$ cat src/rtl/pal_fmt_conv.sv
module pal_fmt_conv (
  input  logic        clk,
  input  logic        rst_n,
  input  logic        start,
  input  logic [1:0]  fmt,
  input  logic [3:0]  depth,
  input  logic        mono,
  output logic [9:0]  buf_addr,
  input  logic [31:0] buf_rdata,
  output logic        pal_we,
  output logic [7:0]  pal_waddr,
  output logic [24:0] pal_wdata,
  output logic        done
);

  logic       busy, armed, mono_q;
  logic [1:0] fmt_q;
  logic [7:0] idx, last_q, last_new;
  logic       depth_ok, kick;

  always_comb begin
    depth_ok = 1'b1;
    last_new = 8'd0;
    case (depth)
      4'd1:    last_new = 8'd3;
      4'd2:    last_new = 8'd15;
      4'd3:    last_new = 8'd255;
      default: depth_ok = 1'b0;
    endcase
  end

  assign kick = !busy && (start || (armed && depth_ok && fmt != fmt_q));

  always_ff @(posedge clk or negedge rst_n) begin
    if (!rst_n) begin
      busy   <= 1'b0;
      done   <= 1'b0;
      armed  <= 1'b0;
      fmt_q  <= 2'd0;
      mono_q <= 1'b0;
      idx    <= 8'd0;
      last_q <= 8'd0;
    end else if (kick) begin
      armed  <= 1'b1;
      fmt_q  <= fmt;
      mono_q <= mono;
      idx    <= 8'd0;
      last_q <= last_new;
      busy   <= depth_ok;
      done   <= !depth_ok;
    end else if (busy) begin
      if (idx == last_q) begin
        busy <= 1'b0;
        done <= 1'b1;
      end else begin
        idx <= idx + 8'd1;
      end
    end
  end

  assign buf_addr  = (fmt_q == 2'd0) ? {1'b0, idx, 1'b0} : {idx, 2'b00};
  assign pal_we    = busy;
  assign pal_waddr = idx;

  logic [7:0] r, g, b;
  logic       t;

  always_comb begin
    t = (fmt_q != 2'd0) && buf_rdata[24];
    case (fmt_q)
      2'd0: begin
        r = {buf_rdata[15:11], 3'b000};
        g = {buf_rdata[10:5], 2'b00};
        b = {buf_rdata[4:0], 3'b000};
      end
      2'd1: begin
        r = {buf_rdata[23:19], 3'b000};
        g = {buf_rdata[15:10], 2'b00};
        b = {buf_rdata[7:3], 3'b000};
      end
      2'd2: begin
        r = {buf_rdata[23:18], 2'b00};
        g = {buf_rdata[15:10], 2'b00};
        b = {buf_rdata[7:2], 2'b00};
      end
      default: begin
        r = buf_rdata[23:16];
        g = buf_rdata[15:8];
        b = buf_rdata[7:0];
      end
    endcase
    if (mono_q) begin
      r = buf_rdata[7:0];
      g = buf_rdata[7:0];
      b = buf_rdata[7:0];
    end
  end

  assign pal_wdata = {t, r, g, b};

  p_addr_step_r1: assert property (@(posedge clk) disable iff (!rst_n)
    pal_we && $past(pal_we) |-> pal_waddr == $past(pal_waddr) + 8'd1);

  p_first_zero_r1: assert property (@(posedge clk) disable iff (!rst_n)
    $rose(pal_we) |-> pal_waddr == 8'd0);

  p_no_done_while_writing_r8: assert property (@(posedge clk) disable iff (!rst_n)
    pal_we |-> !done);

  p_fmt0_opaque_r3: assert property (@(posedge clk) disable iff (!rst_n)
    pal_we && buf_addr[1:0] == 2'b10 |-> !pal_wdata[24]);

  p_mono_grey_r7: assert property (@(posedge clk) disable iff (!rst_n)
    pal_we && mono_q |-> pal_wdata[23:16] == pal_wdata[7:0] && pal_wdata[15:8] == pal_wdata[7:0]);

  p_run_not_cut_r9: assert property (@(posedge clk) disable iff (!rst_n)
    pal_we && pal_waddr != last_q |=> pal_we && $stable(fmt_q));

endmodule

$ cat config.mk
export PLATFORM = sky130hd
export DESIGN_NAME = pal_fmt_conv
export DESIGN_NICKNAME = d
export VERILOG_FILES = /design/src/rtl/pal_fmt_conv.sv
export SDC_FILE = /design/constraint.sdc
export NUM_CORES = 1
export LEC_CHECK = 0
export BUFFER_PORTS_ARGS = -buffer_cell sky130_fd_sc_hd__buf_2
export CAP_MARGIN = 20
export CORE_UTILIZATION = 40
export CTS_CLUSTER_SIZE = 20
export DETAILED_ROUTE_END_ITERATION = 8
export PLACE_DENSITY = 0.74
export SLEW_MARGIN = 20
export SYNTH_ARGS = -nofsm -noshare
export SYNTH_HDL_FRONTEND = slang
export SYNTH_SLANG_ARGS = --single-unit
export TNS_END_PERCENT = 1
$ cat constraint.sdc
create_clock -name clk -period 1.8 [get_ports clk]
set_clock_uncertainty 0.1 [all_clocks]
set_input_delay 0 -clock clk [delete_from_list [all_inputs] [get_ports clk]]
set_output_delay 0 -clock clk [all_outputs]
set_load 0.005 [all_outputs]
Yosys cells after proc, flatten, opt, wreduce, memory -nomap -nowiden. Cells that the tools add are included.

Output and inout bits: 45. Logic and storage cells: 49. Input port bits: 42. Register bits: 22.

Reduce and logical (&&, ||, !) cells: 15. $add $sub $neg: 1. Mux-type cells: 18. Equal/unequal tests: 8.

Operators with widths (count): one-hot mux 8 bit (3 select lines) (3); 2-to-1 mux 8 bit (6); one-hot mux 8 bit (2 select lines) (1); 2-to-1 mux 10 bit (1); adder 8 x 1 -> 8 bit (second input constant) (1); == test 4 x 2 -> 1 bit (second input constant) (2); == test 8 bit (1); 2-to-1 mux 1 bit (7); nonzero test 2 bit (3); == test 4 x 1 -> 1 bit (second input constant) (1); logical AND 1 bit (4); AND reduction 2 bit (2); OR reduction 3 bit (1); == test 2 x 1 -> 1 bit (second input constant) (1); == test 2 bit (second input constant) (1); zero test 1 bit (2); zero test 2 bit (1); != test 2 bit (1); != test 2 bit (second input constant) (1); OR reduction 2 bit (1); logical OR 1 bit (1).

Depth between registers and ports, before layout.
Word-level depth: 9. Depth in mapped cells: 6. Gate-level depth less buffers: 5.

Worst setup path before layout. OpenSTA, ideal clock, no wires.

Path type: reg-to-output. Start point: reg fmt_q[0]. End point: out pal_wdata[3]. Cell stages (with the launch flop): 7. Setup slack: 0.105 ns. Arrival time: 1.595 ns. Data required time: 1.700 ns. Buffers on the path: 1. Cell sequence: dfrtp_1 inv_1 ha_1 or3_1 clkbuf_1 or2_1 a22o_1.

Word-level cells in the longest chain between the ends: 3. Elaborated cells on any way between the ends: 5. Those cells by class: eq/ne (2); mux (2); reduce/logical (1).

Ends and longest elaborated chain: start: declaration (line 17) `logic [1:0] fmt_q;`; start signal: assignment (line 45) `fmt_q <= fmt;`; == test 2 bit, or another cell as far along (line 70) `case (fmt_q)`; one-hot mux 8 bit (3 select lines) (*) (line 70); 2-to-1 mux 8 bit (*) (line 92) `if (mono_q) begin`; end: declaration (line 12) `output logic [24:0] pal_wdata,`.

Mark *: on every way between the ends. The rest lies on a longest branch, timed or not.

Worst setup path after layout.
Start point: reg fmt_q[1]. End point: out pal_wdata[6].

The elaborated chain is that of the path after synthesis.

==> key figures <==
CTS
  • Clock Tree Buf Depth: 2
  • Htree depth: 1
  • Num CTS Buffers: 3
  • Post-CTS Setup Inserts: 0
  • Clock Latency Late Sink: 0.26 ns
  • Clk sinks: 17
  • Clock slew at reported path FFs: 0.06 ns
  • CTS tree: yes
  • Root Buffer: clkbuf_8

Yosys
  • Async SR Flop Fraction: 100%
  • Area contributors post-synth: dfrtp_1, mux2_2, a221oi_1
  • Post-synthesis xor/xnor area fraction: 1.18%
  • Number of synthesized flops with an enable pin: 0
  • Commonest cells in the netlist: dfrtp_1, nor2_1, nand2_1
  • Number of synthesized register bits: 17
  • Mux cell area share after synthesis: 12.1%
  • Most common cell in the netlist: dfrtp_1
  • Synth Area in Compound Gates: 24.6%
  • Netlist cell types: 42
  • Total number of yosys warnings: 0
  • Netlist Area Pre-Place: 1490 um^2
  • Area leader, netlist: dfrtp_1
  • Post-synthesis net count: 222
  • Avg Inst Size Synth: 8.50 um^2
  • Synth Area in Simple Gates: 23.3%
  • Register area share after synthesis: 28.6%
  • Share of the synthesized area in the top cell type: 28.6%
  • Syn Inst Count: 175
  • Ys flop type: dfrtp_1
  • Adder-cell share of the synthesized area: 4.21%
  • Largest family of logic cells by synthesized area: compound AO/OA/AOI/OAI gates

Finish
  • P&R area growth vs syn: 49.8%
  • Fraction of layout cells with a size suffix above 1: 48.0%
  • Final instance area: 2230 um^2
  • Storage cell area: 425 um^2
  • Nets: 319
  • Antenna cells: 0
  • Multi-input gate area: 1050 um^2
  • Fill count: 298

Routing
  • Vias/cell: 5.44
  • DRT Pass-1 Iters: 4
  • Initial DRC Count: 95
  • Total wire length: 4430 um
  • Routed Antenna Nets: 0
  • Via count: 1,723
  • Avg WL per Cell: 14.0 um
  • DRC Markers: 0

GRT
  • First-pass GRT wire length: 7160 um
  • Total grt overflow: 0
  • GR Util All Layers: 22.4%
  • Initial antenna violation count: 0
  • Number of global-route vias before repair: 1,572
  • Pin count of the biggest net entering global routing: 23

Place
  • Port-buffer cells: 78
  • Gp weighted congestion: 0.840
  • Detailed placer's ending HPWL: 3210 um
  • Dpl ws: -0.00854 ns
  • Placed Area: 2000 um^2

Worst hold path
  • Worst Hold Class: input port to asynchronous set/reset pin

Timing
  • Actual slew at the worst max-slew pin: 0.658 ns
  • Max Slew Vio Count: 0
  • Crit share post-route: 110%
  • Total negative slack: -2.11 ns
  • Min cycle time layout: 1.98 ns
  • Rel. slew slack: 56.1%
  • Final Hold Vio Count: 0
  • RSZ-0062 raised after global routing: true
  • Final setup vio count: 16
  • Fmax: 505 MHz
  • Worst Slack Setup Final: -0.181 ns

Floorplan
  • Initial Util: 43.2%
  • Die height: 63.0 um
  • IO Count: 87
  • Die Wd: 63.0 um
  • Rows: 21
  • Die area: 3970 um^2
  • Core footprint: 3440 um^2

Status
  • Failing checks: negative setup slack
  • Run status: finished with violations

Pwr
  • Design Power: 1.61 mW
  • Max VDD drop: 0.511 mV
  • P per Cell Area: 720 nW/um^2
  • Leak pwr: 1.13 nW

Setup path
  • Setup CP Type: flop to output port
  • Worst EP required: 1.70 ns
  • CP arrival: 1.88 ns
  • CP Launch Type: flop
  • Critical path capture point type: output port
  • Critical path fanouts, max: 6

Run
  • Max-cap violation count: 0
## path summary, 6_finish.rpt
path	start	endpoint	slack, ns	cells after the start
worst max-delay path	fmt_q[1]	pal_wdata[6]	-0.18	6
worst min-delay path	rst_n	pal_we	0.10	2
worst max register to register	fmt_q[1]	done	0.09	6
worst min register to register	armed	armed	0.40	1
max in group asynchronous	rst_n	last_q[3]	1.21	2
min in group clk	depth[3]	pal_waddr[0]	0.16	5
## cell families after synthesis
logic type / Yosys count
mux: 16
compound gates: 46
buf+inv: 18
simple gates: 70
fa+ha+maj: 5
other cells: 1
flops: 17
xor+xnor: 2
## worst max-delay path, stage by stage (launching register included)
cell	delay, ns
dfrtp_1	0.41
inv_2	0.06
ha_2	0.17
or3_4	0.42
or2_4	0.27
a22o_1	0.18
buf_2	0.12
## state kept, by name (all words and copies together), names as in the netlist
| register | flops |
|---|---|
| pal_waddr | 8 |
| last_q | 3 |
| fmt_q | 2 |
| armed | 1 |
| done | 1 |
| mono_q | 1 |
| pal_we | 1 |
## final cells by class
| type | instances | area share, % |
|---|---|---|
| Multi-Input combinational cell | 140 | 47.1 |
| Timing Repair Buffer | 106 | 28.6 |
| Sequential cell | 17 | 19.1 |
| Tap cell | 46 | 2.58 |
| Clock buffer | 4 | 2.02 |
| Inverter | 4 | 0.674 |
## power by group
part | total (mW) | internal (mW) | switching, mW | leakage, nW
logic | 0.844 | 0.436 | 0.408 | 0.887
registers | 0.468 | 0.412 | 0.0555 | 0.219
clock network | 0.293 | 0.157 | 0.136 | 0.0228
## repair_timing
item	in CTS	in global routing
endpoints found under the hold margin	26	0
endpoints found under the setup margin	17	31
resized for setup	12	10
hold buffers	10	0
## stage by stage
step	hold slack (ns)	util [%]	cells
after floorplan	-0.396	-	175
after global placement	-0.150	58.1	303
final	0.100	64.7	317
after detailed placement	-0.143	58.1	303
after global routing	0.136	64.7	317
after CTS	0.112	63.5	317
## per-layer routing
metal  track usage (%)  wire, um  up-vias
met5                 0         0        -
met4              2.91        38        0
met3              3.83       233        6
met2              38.0      2260       64
met1              30.0      1890      810
li1                  -         -      843
## placed cells by master, fill, tap and decap left out, types with 2 or more instances in the layout
master         synthesis  routed
ha_1                   5       2
dfrtp_1               17      17
nand3b_1               2       2
or2_4                  0       2
nor2b_2                0       2
o21ai_0                3       3
nand2_1               13      13
o21ai_1                8       8
mux2_4                 2       2
nand3_1               12      12
inv_2                  0       2
mux2_2                 8       8
and3_1                 3       3
clkbuf_8               0       3
a221oi_1              10       7
a221oi_2               0       3
a22o_1                 9       9
inv_1                  4       2
o2111ai_1              3       2
buf_4                  2      16
xor2_2                 0       2
ha_2                   0       3
dlygate4sd3_1          0      10
nor2_1                16      15
mux2i_1                6       6
o21a_1                 2       2
nor2b_1               11       9
buf_2                  3      78
nor3_1                 5       5
Power figures use the tool's default switching activity.
